**config.mk**
```make
export PLATFORM = sky130hd
export DESIGN_NAME = slp_power_ctrl
export DESIGN_NICKNAME = d
export VERILOG_FILES = /design/src/rtl/slp_pkg.sv /design/src/rtl/slp_event_latch.sv /design/src/rtl/slp_entry_dec.sv /design/src/rtl/slp_restore_timer.sv /design/src/rtl/slp_power_ctrl.sv
export SDC_FILE = /design/constraint.sdc
export NUM_CORES = 1
export LEC_CHECK = 0
export BUFFER_PORTS_ARGS = -buffer_cell sky130_fd_sc_hd__buf_2
export CORE_AREA = 2 2 39 41
export DETAILED_ROUTE_END_ITERATION = 6
export DIE_AREA = 0 0 41 43
export PLACE_DENSITY_LB_ADDON = 0.1
export SYNTH_ARGS = -nofsm -noshare
export SYNTH_HDL_FRONTEND = slang
export SYNTH_SLANG_ARGS = --single-unit
```
**constraint.sdc**
```tcl
create_clock -name clk -period 1.88 [get_ports clk]
set_input_delay 0 -clock clk [delete_from_list [all_inputs] [get_ports clk]]
set_output_delay 0 -clock clk [all_outputs]
set_load 0.02 [all_outputs]
```
**src/rtl/slp_pkg.sv**
```systemverilog
package slp_pkg;

    typedef enum logic [2:0] {
        ST_RUN   = 3'd0,
        ST_LITE  = 3'd1,
        ST_DEEP  = 3'd2,
        ST_PWRUP = 3'd3,
        ST_CLKUP = 3'd4
    } slp_state_e;

    typedef enum logic [1:0] {
        TRIG_NONE = 2'd0,
        TRIG_WFI  = 2'd1,
        TRIG_EXIT = 2'd2,
        TRIG_WFE  = 2'd3
    } slp_trig_e;

    typedef struct packed {
        logic mem;
        logic pll;
        logic sys;
        logic cpu;
        logic stall;
    } slp_en_t;

    function automatic slp_en_t en_for_state(slp_state_e s);
        slp_en_t e;
        e = '{mem: 1'b1, pll: 1'b1, sys: 1'b1, cpu: 1'b1, stall: 1'b0};
        case (s)
            ST_RUN:   e = '{mem: 1'b1, pll: 1'b1, sys: 1'b1, cpu: 1'b1, stall: 1'b0};
            ST_LITE:  e = '{mem: 1'b1, pll: 1'b1, sys: 1'b1, cpu: 1'b0, stall: 1'b1};
            ST_DEEP:  e = '{mem: 1'b0, pll: 1'b0, sys: 1'b0, cpu: 1'b0, stall: 1'b1};
            ST_PWRUP: e = '{mem: 1'b1, pll: 1'b1, sys: 1'b0, cpu: 1'b0, stall: 1'b1};
            ST_CLKUP: e = '{mem: 1'b1, pll: 1'b1, sys: 1'b1, cpu: 1'b0, stall: 1'b1};
            default:  e = '{mem: 1'b1, pll: 1'b1, sys: 1'b1, cpu: 1'b1, stall: 1'b0};
        endcase
        return e;
    endfunction

    function automatic int max_int(int a, int b);
        return (a > b) ? a : b;
    endfunction

endpackage

```
**src/rtl/slp_event_latch.sv**
```systemverilog
module slp_event_latch (
    input  logic clk,
    input  logic rst,
    input  logic running,
    input  logic ext_event,
    input  logic wfe_req,
    output logic evt_seen
);
    logic evt_q;

    assign evt_seen = evt_q | ext_event;

    always_ff @(posedge clk) begin
        if (rst) begin
            evt_q <= 1'b0;
        end else if (running) begin
            evt_q <= wfe_req ? 1'b0 : evt_seen;
        end
    end

    assert_evt_capture_R4: assert property (@(posedge clk) disable iff (rst)
        (running && ext_event && !wfe_req) |=> evt_q);

    assert_evt_consume_R3: assert property (@(posedge clk) disable iff (rst)
        (running && wfe_req) |=> !evt_q);

endmodule

```
**src/rtl/slp_entry_dec.sv**
```systemverilog
module slp_entry_dec
    import slp_pkg::*;
(
    input  logic      running,
    input  logic      req_wfi,
    input  logic      req_wfe,
    input  logic      req_exc_ret,
    input  logic      sleep_on_exit,
    input  logic      evt_seen,
    output logic      go_sleep,
    output slp_trig_e trig
);
    logic exit_hit;
    logic wfe_hit;

    always_comb begin
        exit_hit = running && req_exc_ret && sleep_on_exit;
        wfe_hit  = running && req_wfe && !evt_seen;
        trig     = TRIG_NONE;
        if (running && req_wfi) begin
            trig = TRIG_WFI;
        end else if (exit_hit) begin
            trig = TRIG_EXIT;
        end else if (wfe_hit) begin
            trig = TRIG_WFE;
        end
        go_sleep = (trig != TRIG_NONE);
    end

endmodule

```
**src/rtl/slp_restore_timer.sv**
```systemverilog
module slp_restore_timer #(
    parameter int CW = 4
) (
    input  logic          clk,
    input  logic          rst,
    input  logic          load,
    input  logic [CW-1:0] load_val,
    output logic          done
);
    logic [CW-1:0] cnt_q;

    assign done = (cnt_q == '0);

    always_ff @(posedge clk) begin
        if (rst) begin
            cnt_q <= '0;
        end else if (load) begin
            cnt_q <= load_val;
        end else if (!done) begin
            cnt_q <= cnt_q - 1'b1;
        end
    end

    assert_timer_step_R10: assert property (@(posedge clk) disable iff (rst)
        (!load && !done) |=> (cnt_q == $past(cnt_q) - 1'b1));

    assert_timer_hold_R10: assert property (@(posedge clk) disable iff (rst)
        (!load && done) |=> done);

endmodule

```
**src/rtl/slp_power_ctrl.sv**
```systemverilog
module slp_power_ctrl
    import slp_pkg::*;
#(
    parameter int PWR_WAIT = 4,
    parameter int SYS_WAIT = 3
) (
    input  logic clk,
    input  logic rst,
    input  logic req_wfi,
    input  logic req_wfe,
    input  logic req_exc_ret,
    input  logic sleep_on_exit,
    input  logic deep_sel,
    input  logic irq_pending,
    input  logic ext_event,
    input  logic wake_ctl_req,
    output logic cpu_clk_en,
    output logic sys_clk_en,
    output logic pll_pwr_en,
    output logic mem_pwr_en,
    output logic core_stall
);
    localparam int            MAX_WAIT = max_int(PWR_WAIT, SYS_WAIT);
    localparam int            CW       = $clog2(MAX_WAIT + 1);
    localparam logic [CW-1:0] PWR_LD   = CW'(PWR_WAIT - 1);
    localparam logic [CW-1:0] SYS_LD   = CW'(SYS_WAIT - 1);

    slp_state_e    state_q, state_n;
    logic          wfe_mode_q, wfe_mode_n;
    logic          running;
    logic          evt_seen;
    logic          go_sleep;
    slp_trig_e     trig;
    logic          tmr_load;
    logic [CW-1:0] tmr_val;
    logic          tmr_done;
    logic          wake_common;
    slp_en_t       en;

    assign running = (state_q == ST_RUN);

    slp_event_latch u_evt (
        .clk       (clk),
        .rst       (rst),
        .running   (running),
        .ext_event (ext_event),
        .wfe_req   (req_wfe),
        .evt_seen  (evt_seen)
    );

    slp_entry_dec u_entry (
        .running       (running),
        .req_wfi       (req_wfi),
        .req_wfe       (req_wfe),
        .req_exc_ret   (req_exc_ret),
        .sleep_on_exit (sleep_on_exit),
        .evt_seen      (evt_seen),
        .go_sleep      (go_sleep),
        .trig          (trig)
    );

    slp_restore_timer #(.CW(CW)) u_tmr (
        .clk      (clk),
        .rst      (rst),
        .load     (tmr_load),
        .load_val (tmr_val),
        .done     (tmr_done)
    );

    assign wake_common = irq_pending || (wfe_mode_q && ext_event);

    always_comb begin
        state_n    = state_q;
        wfe_mode_n = wfe_mode_q;
        tmr_load   = 1'b0;
        tmr_val    = '0;
        case (state_q)
            ST_RUN: begin
                if (go_sleep) begin
                    state_n    = deep_sel ? ST_DEEP : ST_LITE;
                    wfe_mode_n = (trig == TRIG_WFE);
                end
            end
            ST_LITE: begin
                if (wake_common) begin
                    state_n = ST_RUN;
                end
            end
            ST_DEEP: begin
                if (wake_common || wake_ctl_req) begin
                    state_n  = ST_PWRUP;
                    tmr_load = 1'b1;
                    tmr_val  = PWR_LD;
                end
            end
            ST_PWRUP: begin
                if (tmr_done) begin
                    state_n  = ST_CLKUP;
                    tmr_load = 1'b1;
                    tmr_val  = SYS_LD;
                end
            end
            ST_CLKUP: begin
                if (tmr_done) begin
                    state_n = ST_RUN;
                end
            end
            default: state_n = ST_RUN;
        endcase
    end

    always_ff @(posedge clk) begin
        if (rst) begin
            state_q    <= ST_RUN;
            wfe_mode_q <= 1'b0;
        end else begin
            state_q    <= state_n;
            wfe_mode_q <= wfe_mode_n;
        end
    end

    assign en         = en_for_state(state_q);
    assign cpu_clk_en = en.cpu;
    assign sys_clk_en = en.sys;
    assign pll_pwr_en = en.pll;
    assign mem_pwr_en = en.mem;
    assign core_stall = en.stall;

    assert_wfi_sleeps_R2: assert property (@(posedge clk) disable iff (rst)
        (running && req_wfi) |=> (core_stall && !cpu_clk_en));

    assert_exit_ignored_R5: assert property (@(posedge clk) disable iff (rst)
        (running && req_exc_ret && !sleep_on_exit && !req_wfi && !req_wfe) |=> !core_stall);

    assert_lite_irq_wake_R7: assert property (@(posedge clk) disable iff (rst)
        (state_q == ST_LITE && irq_pending) |=> !core_stall);

    assert_wkc_lite_R9: assert property (@(posedge clk) disable iff (rst)
        (state_q == ST_LITE && wake_ctl_req && !irq_pending && !ext_event) |=> core_stall);

    assert_cpu_last_R10: assert property (@(posedge clk) disable iff (rst)
        $rose(cpu_clk_en) |-> (sys_clk_en && pll_pwr_en && mem_pwr_en));

    assert_sys_after_pwr_R10: assert property (@(posedge clk) disable iff (rst)
        $rose(sys_clk_en) |-> (pll_pwr_en && mem_pwr_en && $past(mem_pwr_en)));

    assert_asleep_holds_R11: assert property (@(posedge clk) disable iff (rst)
        (state_q == ST_PWRUP && !tmr_done) |=> $stable(core_stall));

endmodule

```
# After elaboration in Yosys (flattened, before gate mapping)
# Index checks and enable logic that the tools add are counted.
totals:
  reg_bits: 8
  in_bits: 10
  output_inout_bits: 5
  wordCells: 52
op_classes:
  addsub: 1
  n_eq_ne: 11
  n_mux: 20
  bitwise: 1
  n_reduce_logical: 15
ops:
  columns: ["operator", "n"]
  rows:
  - ["$mux W3", 7]
  - ["$pmux W3 S5", 1]
  - ["$pmux W5 S3", 1]
  - ["$mux W2", 6]
  - ["$ne A2 B2 Y1 const B", 6]
  - ["$eq A3 B2 Y1 const B", 2]
  - ["$logic_and A1 B1 Y1", 6]
  - ["$logic_not A3 Y1", 2]
  - ["$reduce_and A5 Y1", 1]
  - ["$pmux W2 S2", 1]
  - ["$eq A3 B1 Y1 const B", 1]
  - ["$eq A3 B3 Y1 const B", 1]
  - ["$mux W1", 3]
  - ["$sub A3 B1 Y3 const B", 1]
  - ["$eq A2 B2 Y1 const B", 1]
  - ["$logic_or A1 B1 Y1", 2]
  - ["$pmux W1 S2", 1]
  - ["$reduce_and A2 Y1", 1]
  - ["$reduce_bool A2 Y1", 1]
  - ["$reduce_or A2 Y1", 1]
  - ["$logic_not A1 Y1", 1]
  - ["$or A1 B1 Y1", 1]

# Depth between registers and ports, before layout
# Gate-level depths: netlist (run 1).
logic_depth:
  depth_word: 9
  mapped_depth: 6
  mapped_depth_nobuf: 6

# Hierarchy
# Synthesis (run 1) repeated with hierarchy kept, for this count alone.
hier_totals:
  hier_cells: 71
  hier_area_um2: 608.1
by_module_without_submodules:
  columns: ["module", "n_inst", "cells_each", "area_each_um2", "seq_area_each_um2"]
  rows:
  - ["slp_power_ctrl", 1, 37, 297.8, 80.1]
  - ["slp_restore_timer", 1, 22, 206.4, 60.1]
  - ["slp_entry_dec", 1, 8, 65.1, 0.0]
  - ["slp_event_latch", 1, 4, 38.8, 20.0]

# Worst setup path after synthesis (run 1)
# No wires, ideal clock.
synth_timing:
  kind: "reg-to-reg"
  startpoint: "register state_q[2]"
  endpoint: "register u_tmr.cnt_q[0]"
  setup_ns: 0.122
  t_arrival_ns: 1.179
  t_required_ns: 1.758
  setup_slack_ns: 0.579
  path_stages_with_launch: 7
  n_path_buf: 1
  synth_period_minus_slack_ns: 1.301
  cell_sequence: "dfxtp_1 -> buf_6 -> and2b_2 -> inv_1 -> o22ai_1 -> a221oi_1 -> nor2_1"
synth_via:
  elab_chain_cells: 3
  elab_cells_between_ends: 6
  cone_classes: "eq/ne (3); mux (3)"
synth_lines:
  columns: ["item", "line_no", "text"]
  rows:
  - ["from (decl)", "slp_power_ctrl.sv:28", "slp_state_e state_q, state_n;"]
  - ["from (signal assigned)", "slp_power_ctrl.sv:117", "state_q <= state_n;"]
  - ["$eq A3 B2 Y1", "slp_power_ctrl.sv:77", "case (state_q)"]
  - ["$pmux W1 S2 / $pmux W2 S2 (equally long branches)", "slp_power_ctrl.sv:77", null]
  - ["$ne A2 B2 Y1 (no source line) / $mux W3 (equally long branches)", null, null]
  - ["to (signal assigned)", "slp_restore_timer.sv:18", "cnt_q <= load_val;"]
  - ["to (signal assigned)", "slp_restore_timer.sv:20", "cnt_q <= cnt_q - 1'b1;"]
  - ["to (decl)", "slp_restore_timer.sv:10", "logic [CW-1:0] cnt_q;"]
# Several ways; a longest one is shown, not always the timed one.
# A chain may end at the register's enable or synchronous reset.

# Worst setup path in the final report (run 1)
layout_timing:
  startpoint: "register state_q[1]"
  endpoint: "register state_q[1]"
layout_via:
  elab_chain_cells: 9
  elab_cells_between_ends: 21
  cone_classes: "eq/ne (9); mux (4); reduce/logical (8)"
layout_lines:
  columns: ["item", "line_no", "text"]
  rows:
  - ["$logic_not A3 Y1", "slp_power_ctrl.sv:40, slp_power_ctrl.sv:77", null]
  - ["$logic_and A1 B1 Y1 (2 in series)", "slp_entry_dec.sv:18", "wfe_hit = running && req_wfe && !evt_seen;"]
  - ["$mux W2", "slp_entry_dec.sv:24", "end else if (wfe_hit) begin"]
  - ["$mux W2", "slp_entry_dec.sv:22", "end else if (exit_hit) begin"]
  - ["$mux W2", "slp_entry_dec.sv:20", "if (running && req_wfi) begin"]
  - ["$reduce_bool A2 Y1", "slp_entry_dec.sv:27", "go_sleep = (trig != TRIG_NONE);"]
  - ["$ne A2 B2 Y1 (no source line)", null, null]
  - ["$reduce_and A5 Y1 (no source line)", null, null]
# Several ways; a longest one is shown, not always the timed one.

==> impl_metrics.tcl, run 1 <==
set metrics [dict create \
    drt_wl_total_mm 1.13 \
    hpwl_um 877 \
    crit_path_top_delay_cell "dfxtp_1" \
    fmax_mhz 679 \
    synth_edf_count 0 \
    maxCapViolations 0 \
    worst_slack_ps 408 \
    slowest_delay_ps 500 \
    synth_top_family_by_area "compound AO/OA/AOI/OAI gates" \
    synth_compound_area_share_pct 25.5 \
    fin_setup_tns_ps 0 \
    fin_crit_sh_pct 78.3 \
    die_w_um 41 \
    rows 14 \
    wire_per_inst_um 11.6 \
    vias_per_cell 5.18 \
    ios 15 \
    synthFlopType "dfxtp_1" \
    dr.first_iter.drc_count 5 \
    grt_max_degree 11 \
    grt_pass1_vias 461 \
    most-common-layout-cells "buf_2, inv_1, nor2_1, dfxtp_1" \
    rsz0062_at_grt "false" \
    drive_above_1_share_pct 25.9 \
    synthXorXnorAreaFrac_pct 3.15 \
    vdd_drop_max_mv 0.466 \
    cts.sinks 8 \
    p_clk_share_pct 15.4 \
    dr.pass1.iters 3 \
    async_reset_ff_share_pct 0 \
    syn_area_um2 556 \
    relSlewSlack_pct 68.8 \
    crit_arrival_ps 1610 \
    p_comb_share_pct 52.9 \
    area_growth_pct 14.6 \
    antenna_cells 0 \
    ys_ff_latch 8 \
    initial_core_util_pct 40.1 \
    path_cells "or3b_1, a21oi_2, o41a_1, nor3_2" \
    place_congestion 0.667 \
    tightestPinTransition_ps 466 \
    setup.worst_path.start_class "flop" \
    yosys.cell_types.count 31 \
    grtUsageTotal_pct 15.3 \
    setup_violations 0 \
    fin_util_pct 46.0 \
    synth-simple-area-share_pct 22.7 \
    post-place-ws_ps 433 \
    fp.dieH_um 43 \
    final_antenna_net_count 0 \
    internal_power_mw 0.488 \
    cts_tree "done" \
    grt_overflow 0 \
    clk_pin_slew_worst_paths_ps 60 \
    leakagePower_nw 0.276 \
    core_area_um2 1380 \
    syn_area_per_cell_um2 8.29 \
    crit_fanout 10 \
    seq_power_share_pct 31.7 \
    grt_pass1_wl_mm 1.82 \
    final_common_cell "buf_2" \
    htreeDepth 1 \
    drc_errors 0 \
    ys_warn_count 0 \
    worstSkewPairLatency_ps 250 \
    synthAdderAreaFrac_pct 4.50 \
    synth_mux_area_share_pct 1.80 \
    criticalPathCategory "reg2reg" \
    switching_share_pct 43.2 \
    io_buffers 14 \
    cts_inserted_buffers 3 \
    status "completed" \
    ys_seq_area_share_pct 28.8 \
    holdCritPathClass "in2reg" \
    worstPathRequired_ps 2010 \
    fin_skew_ps 3.46 \
    final-hold-violation-count 0 \
    syn_nets 79 \
    period_needed_ps 1470 \
    postSynthCellCount 67 \
    cp-end-kind "flop" \
    cts_buffer_depth 2 \
    power.switching_mw 0.372 \
    slew_viol_final 0 \
    vias 502 \
    antenna_found_initial 0 \
    cts_root_buf "clkbuf_4" \
    power_density_nw_per_um2 1350 \
    nNetsFinal 95 \
    die_area_um2 1760 \
]
-- path summary, 6_finish.rpt --
check	start	end	slack [ps]	cells past startpoint
setup / recovery	state_q[1]$_SDFFE_PP0P_	state_q[1]$_SDFFE_PP0P_	410	4
hold / removal	rst	state_q[2]$_SDFFE_PP0P_	20	2
setup reg to reg	state_q[1]$_SDFFE_PP0P_	state_q[1]$_SDFFE_PP0P_	410	4
hold reg to reg	u_tmr.cnt_q[1]$_SDFFE_PP0P_	u_tmr.cnt_q[1]$_SDFFE_PP0P_	520	2
-- sequential cells by signal (all words and copies together), names as in the netlist --
register,cells
state_q,3
wfe_mode_q,1
u_evt.evt_q,1
u_tmr.cnt_q,3
-- cell usage after synthesis, types with 2 or more instances --
cell	count	share of area [%]
inv_1	9	6.1
dfxtp_1	8	29
nor2_1	8	5.4
a21oi_1	3	2.7
buf_6	3	6.1
nand2_1	3	2.0
a211oi_1	2	2.7
a221oi_1	2	3.2
ha_1	2	4.5
nand2b_1	2	2.3
nor3_1	2	1.8
nor4_1	2	2.3
o41ai_1	2	3.2
xnor2_1	2	3.2
-- layout make-up --
type	count	area, um^2
multi-input combinational	46	320
sequential	8	160
inverter	9	33.8
timing repair buffer	15	80.1
clock buffer	3	22.5
tap	16	20.0
fill	148	747
-- cell families (layout without fill, tap and decap cells) --
group | Yosys count | after routing
compound gates | 18 | 18
xor+xnor | 2 | 2
fa+ha+maj | 2 | 2
buf+inv | 13 | 27
flops | 8 | 8
mux | 1 | 1
simple gates | 23 | 23
-- through the flow --
stage                     hold WS [ps]  instance area (um^2)  cells  total power [mW]
after floorplan                   69.1                   556     67             0.659
after global placement             229                   604     93             0.730
after detailed placement           223                   604     93             0.731
after CTS                         11.8                   637     97             0.876
after global routing              27.1                   637     97             0.948
final                             19.5                   637     97             0.860
-- per-layer routing --
metal	up-vias	part of all wire (%)	GRT usage [%]
met5	-	0	0
met4	0	0	8.00
met3	0	4.0	4.71
met2	10	47	21.9
met1	222	49	19.7
li1	270	-	-
-- repair_timing --
| action | CTS | global route |
|---|---|---|
| hold buffers | 1 | 0 |
| buffers inserted | 0 | 0 |
| hold endpoints to repair | 1 | 0 |
| gates resized for setup | 0 | 0 |
-- critical path, delay by kind of cell (launching register included) --
family,cells,cell delay (ps)
simple gates,2,440
flops,1,500
compound gates,2,410
-- power groups by stage --
stage | sequential [mW] | clock, mW | combinational [mW]
floorplan | 0.243 | 0 | 0.417
global placement | 0.275 | 0 | 0.456
detailed placement | 0.275 | 0 | 0.456
CTS | 0.272 | 0.143 | 0.461
global route | 0.283 | 0.149 | 0.515
finish | 0.273 | 0.132 | 0.455
No activity file was read; power rests on OpenSTA's default activity.
==> run 2: changes to the inputs <==
- clock period: 1.88 -> 1.4 ns (I/O delays scaled with it)
==> impl_metrics.tcl, run 2 (synthesis gave the netlist of run 1 again) <==
set metrics [dict create \
    setup_violations 0 \
    grtUsageTotal_pct 17.2 \
    worstSetupStartpoint "req_wfe" \
    p_comb_share_pct 57.0 \
    final-hold-violation-count 0 \
    switching_share_pct 41.6 \
    crit_fanout 4 \
    fp.dieH_um 43 \
    cts_tree "done" \
    drc_errors 0 \
    internal_power_mw 0.749 \
    worstPathRequired_ps 1590 \
    final_antenna_net_count 0 \
    die_area_um2 1760 \
    postCtsSetupBuffers 0 \
    fin_crit_sh_pct 95.8 \
    cts_inserted_buffers 3 \
    criticalPathCategory "in2reg" \
    tightestPinTransition_ps 295 \
    rows 14 \
    fin_skew_ps 1.55 \
    grt_pass1_wl_mm 2.01 \
    dp.cells 99 \
    dr.first_iter.drc_count 7 \
    p_clk_share_pct 14.6 \
    drt_wl_total_mm 1.23 \
    ios 15 \
    cp-end-kind "flop" \
    nNetsFinal 101 \
    die_w_um 41 \
    holdWs_ps 21.5 \
    antenna_cells 0 \
    crit_arrival_ps 1530 \
    wire_per_inst_um 11.9 \
    period_needed_ps 1340 \
    drive_above_1_share_pct 37.9 \
    top_regs "state_q (3), u_tmr.cnt_q (3)" \
    slew_viol_final 0 \
    rsz0062_at_grt "true" \
    grt_overflow 0 \
    dr.pass1.iters 3 \
    rr_worst_depth 4 \
    place_congestion 0.697 \
    setup.worst_path.start_class "input pin" \
    cts_root_buf "clkbuf_4" \
    hpwl_um 942 \
    power.switching_mw 0.534 \
    vias 532 \
    finalNonFillerCells 103 \
    final_common_cell "buf_2" \
    power_density_nw_per_um2 1840 \
    worstSkewPairLatency_ps 260 \
    r2r-start "state_q[2]$_SDFFE_PP0P_" \
    most-common-layout-cells "buf_2, inv_1, nor2_1, buf_4, dfxtp_1" \
    holdCritPathClass "in2reg" \
    critPathCapture "state_q[1]$_SDFFE_PP0P_" \
    vias_per_cell 5.17 \
    status "completed" \
    cts_buffer_depth 2 \
    finalPower_mw 1.28 \
    leakagePower_nw 0.309 \
    initial_core_util_pct 40.1 \
    relSlewSlack_pct 80.1 \
    antenna_found_initial 0 \
    core_area_um2 1380 \
    worst_slack_ps 58.5 \
    htreeDepth 1 \
    io_buffers 14 \
    maxCapViolations 0 \
    reg2reg_to "state_q[1]$_SDFFE_PP0P_" \
    vdd_drop_max_mv 0.713 \
    ff2ff_setup_slack_ps 70 \
    grt_max_degree 10 \
    clk_pin_slew_worst_paths_ps 60 \
    post-place-ws_ps 28.0 \
    area_growth_pct 25.7 \
    seq_power_share_pct 28.4 \
    cts.sinks 8 \
    fmax_mhz 745 \
    grt_pass1_vias 523 \
]
-- run 2: cell count changes in the layout (fill, tap and decap cells not counted) --
cell      before  now
dfxtp_1        8    5
ha_2           0    1
nor2b_1        1    0
buf_4          0    6
nand2b_4       0    1
nor2b_2        0    1
nand2b_1       2    1
dfxtp_2        0    3
ha_1           2    1
-- run 2: final cells by class --
cell class              count  area, um^2
well taps                  16        20.0
repair buffers             21         125
multi-input cells          46         333
flip-flops and latches      8         164
inverters                   9        33.8
fillers                   145         686
clock buffers               3        22.5
-- run 2: per-stage QoR --
step	setup TNS, ps	cell area [um^2]	utilization [%]
global route	-2.18	698	50.5
global placement	0	649	46.9
finish	0	698	50.5
CTS	0	682	49.3
floorplan	0	556	-
detailed placement	0	649	46.9
-- run 2: routing by layer --
| metal | share of wire [%] | track usage, % | vias to the layer above |
|---|---|---|---|
| met5 | 0 | 0 | - |
| li1 | - | - | 281 |
| met3 | 4.2 | 3.14 | 5 |
| met2 | 51 | 28.1 | 13 |
| met1 | 42 | 18.4 | 233 |
| met4 | 2.8 | 12.0 | 0 |
-- run 2: timing repair --
action,CTS,global route
endpoints found under the setup margin,0,3
hold buffers,1,0
endpoints found under the hold margin,1,0
gates resized for setup,0,6
-- run 2: critical path, stage by stage --
cell	delay, ps
dlygate4sd3_1	520
buf_2	120
inv_1	40
o311a_2	360
o41a_1	390
nor3_2	110
-- run 2: worst min-delay path by stage --
stage / from / end / depth (start not counted)
2_1_floorplan: rst / state_q[2]$_SDFFE_PP0P_ / 1
3_3_place_gp: req_wfe / u_evt.evt_q$_SDFFE_PP0N_ / 2
3_5_place_dp: req_wfe / u_evt.evt_q$_SDFFE_PP0N_ / 2
4_1_cts: rst / state_q[1]$_SDFFE_PP0P_ / 2
5_1_grt: rst / state_q[1]$_SDFFE_PP0P_ / 2
6_report: rst / state_q[1]$_SDFFE_PP0P_ / 2
-- run 2: power groups by stage --
stage / Sequential, mW / Combinational, mW / Clock, mW
finish: 0.364 / 0.731 / 0.188
global route: 0.376 / 0.821 / 0.203
CTS: 0.356 / 0.697 / 0.192
detailed placement: 0.361 / 0.691 / 0
global placement: 0.358 / 0.687 / 0
floorplan: 0.326 / 0.559 / 0
==> run 3: changes to the inputs <==
- CELL_PAD_IN_SITES_DETAIL_PLACEMENT: unset -> 1
- CELL_PAD_IN_SITES_GLOBAL_PLACEMENT: unset -> 2
- CORE_AREA: 2 2 39 41 -> unset
- CORE_UTILIZATION: unset -> 28
- DIE_AREA: 0 0 41 43 -> unset
==> impl_metrics.tcl, run 3 (synthesis gave the netlist of run 1 again) <==
set metrics [dict create \
    final_common_cell "buf_2" \
    fin_crit_sh_pct 94.8 \
    crit_arrival_ps 1510 \
    relSlewSlack_pct 75.6 \
    wire_per_inst_um 13.2 \
    dr.first_iter.drc_count 2 \
    finalNonFillerCells 111 \
    cts_root_buf "clkbuf_4" \
    vias 548 \
    criticalPathCategory "reg2reg" \
    fp.dieH_um 46.5 \
    grt_overflow 0 \
    cts_buffer_depth 2 \
    r2r-start "state_q[2]$_SDFFE_PP0P_" \
    cts_tree "done" \
    power.switching_mw 0.599 \
    cts.sinks 8 \
    dp.cells 107 \
    crit_fanout 7 \
    most-common-layout-cells "buf_2, inv_1, nor2_1, buf_4, dfxtp_1" \
    antenna_found_initial 0 \
    nNetsFinal 100 \
    tightestPinTransition_ps 366 \
    min_from "rst" \
    leakagePower_nw 0.312 \
    slew_viol_final 0 \
    holdCritPathClass "in2reg" \
    setup.worst_path.start_class "flop" \
    p_comb_share_pct 59.0 \
    dr.pass1.iters 4 \
    vdd_drop_max_mv 0.686 \
    final-hold-violation-count 0 \
    switching_share_pct 43.7 \
    period_needed_ps 1330 \
    die_w_um 46.5 \
    hold_path_depth 2 \
    drive_above_1_share_pct 40.7 \
    top_regs "state_q (3), u_tmr.cnt_q (3)" \
    core_area_um2 1800 \
    maxCapViolations 0 \
    ff2ff_setup_slack_ps 70 \
    regArea_um2 166 \
    initial_core_util_pct 30.8 \
    grtUsageTotal_pct 15.5 \
    fin_skew_ps 5.01 \
    fmax_mhz 753 \
    seq_power_share_pct 27.4 \
    power_density_nw_per_um2 1840 \
    grt_max_degree 11 \
    drc_errors 0 \
    clk_pin_slew_worst_paths_ps 60 \
    final_antenna_net_count 0 \
    htreeDepth 1 \
    place_congestion 0.749 \
    holdWs_ps 16.4 \
    hpwl_mm 1.12 \
    grt_pass1_vias 507 \
    drt_wl_total_mm 1.46 \
    internal_power_mw 0.772 \
    fin_setup_tns_ps 0 \
    area_growth_pct 34.2 \
    io_buffers 14 \
    worstPathRequired_ps 1580 \
    finalPower_mw 1.37 \
    multiInputGateArea_um2 374 \
    cp-end-kind "flop" \
    holdPathEnd "state_q[2]$_SDFFE_PP0P_" \
    rows 15 \
    fin_util_pct 41.4 \
    antenna_cells 0 \
    reg2reg_to "state_q[1]$_SDFFE_PP0P_" \
    vias_per_cell 4.94 \
    worstSkewPairLatency_ps 260 \
    status "completed" \
    rr_worst_depth 4 \
    ios 15 \
    grt_pass1_wl_mm 2.26 \
    p_clk_share_pct 13.6 \
    fillers 238 \
    die_area_um2 2170 \
    cts_inserted_buffers 3 \
    setup_violations 0 \
]
==> run 3: changes by cell type in the layout (fill, tap and decap cells not counted), sizes merged <==
| cell | before | now |
|---|---|---|
| buf | 20 | 19 |
==> run 3: layer usage <==
layer	global-route usage [%]	wire length [um]	vias up	share of wire, %
met1	20.3	717	255	49
met2	23.6	665	12	46
met5	0	0	-	0
li1	-	-	279	-
met3	5.88	66	2	4.5
met4	3.53	12	0	0.82
==> run 3: worst max-delay path by stage <==
stage / from / to / slack, ps / cells past startpoint
6_report: state_q[2]$_SDFFE_PP0P_ / state_q[1]$_SDFFE_PP0P_ / 70 / 4
5_1_grt: state_q[0]$_SDFFE_PP0P_ / state_q[1]$_SDFFE_PP0P_ / -2 / 4
4_1_cts: u_tmr.cnt_q[1]$_SDFFE_PP0P_ / u_tmr.cnt_q[1]$_SDFFE_PP0P_ / -9 / 6
3_5_place_dp: state_q[1]$_SDFFE_PP0P_ / state_q[1]$_SDFFE_PP0P_ / -30 / 4
3_3_place_gp: u_tmr.cnt_q[1]$_SDFFE_PP0P_ / state_q[1]$_SDFFE_PP0P_ / 6 / 6
2_1_floorplan: state_q[2]$_SDFFE_PP0P_ / u_tmr.cnt_q[0]$_SDFFE_PP0P_ / 100 / 6
==> run 3: layout make-up <==
cell class | instances | share of cell area (%)
clock buffers | 3 | 3.02
inverters | 9 | 4.53
multi-input cells | 46 | 50.2
flip-flops and latches | 8 | 22.3
well taps | 25 | 4.19
repair buffers | 20 | 15.8
==> run 3: through the flow <==
| step | setup slack (ps) | cell area (um^2) |
|---|---|---|
| after floorplan | 99.1 | 556 |
| after global placement | 5.79 | 653 |
| after detailed placement | -33.3 | 653 |
| after CTS | -8.88 | 709 |
| after global routing | -1.50 | 746 |
| final | 72.8 | 746 |
==> run 3: power groups by stage <==
stage | Sequential, mW | Combinational (mW) | Clock, mW
final | 0.376 | 0.809 | 0.186
after global routing | 0.386 | 0.902 | 0.209
after CTS | 0.366 | 0.759 | 0.199
after detailed placement | 0.368 | 0.706 | 0
after global placement | 0.363 | 0.689 | 0
after floorplan | 0.326 | 0.559 | 0
==> run 3: worst max-delay path, cell delays in order (launching register included) <==
cell	delay, ps
dfxtp_2	380
and3b_1	220
o21a_4	240
o41a_1	320
nor3_2	100
==> run 3: what timing repair did <==
item,in CTS,in global routing
gates cloned,0,0
setup buffers,0,0
endpoints found under the hold margin,1,0
hold buffers,1,0
endpoints found under the setup margin,3,4
resized for setup,5,8
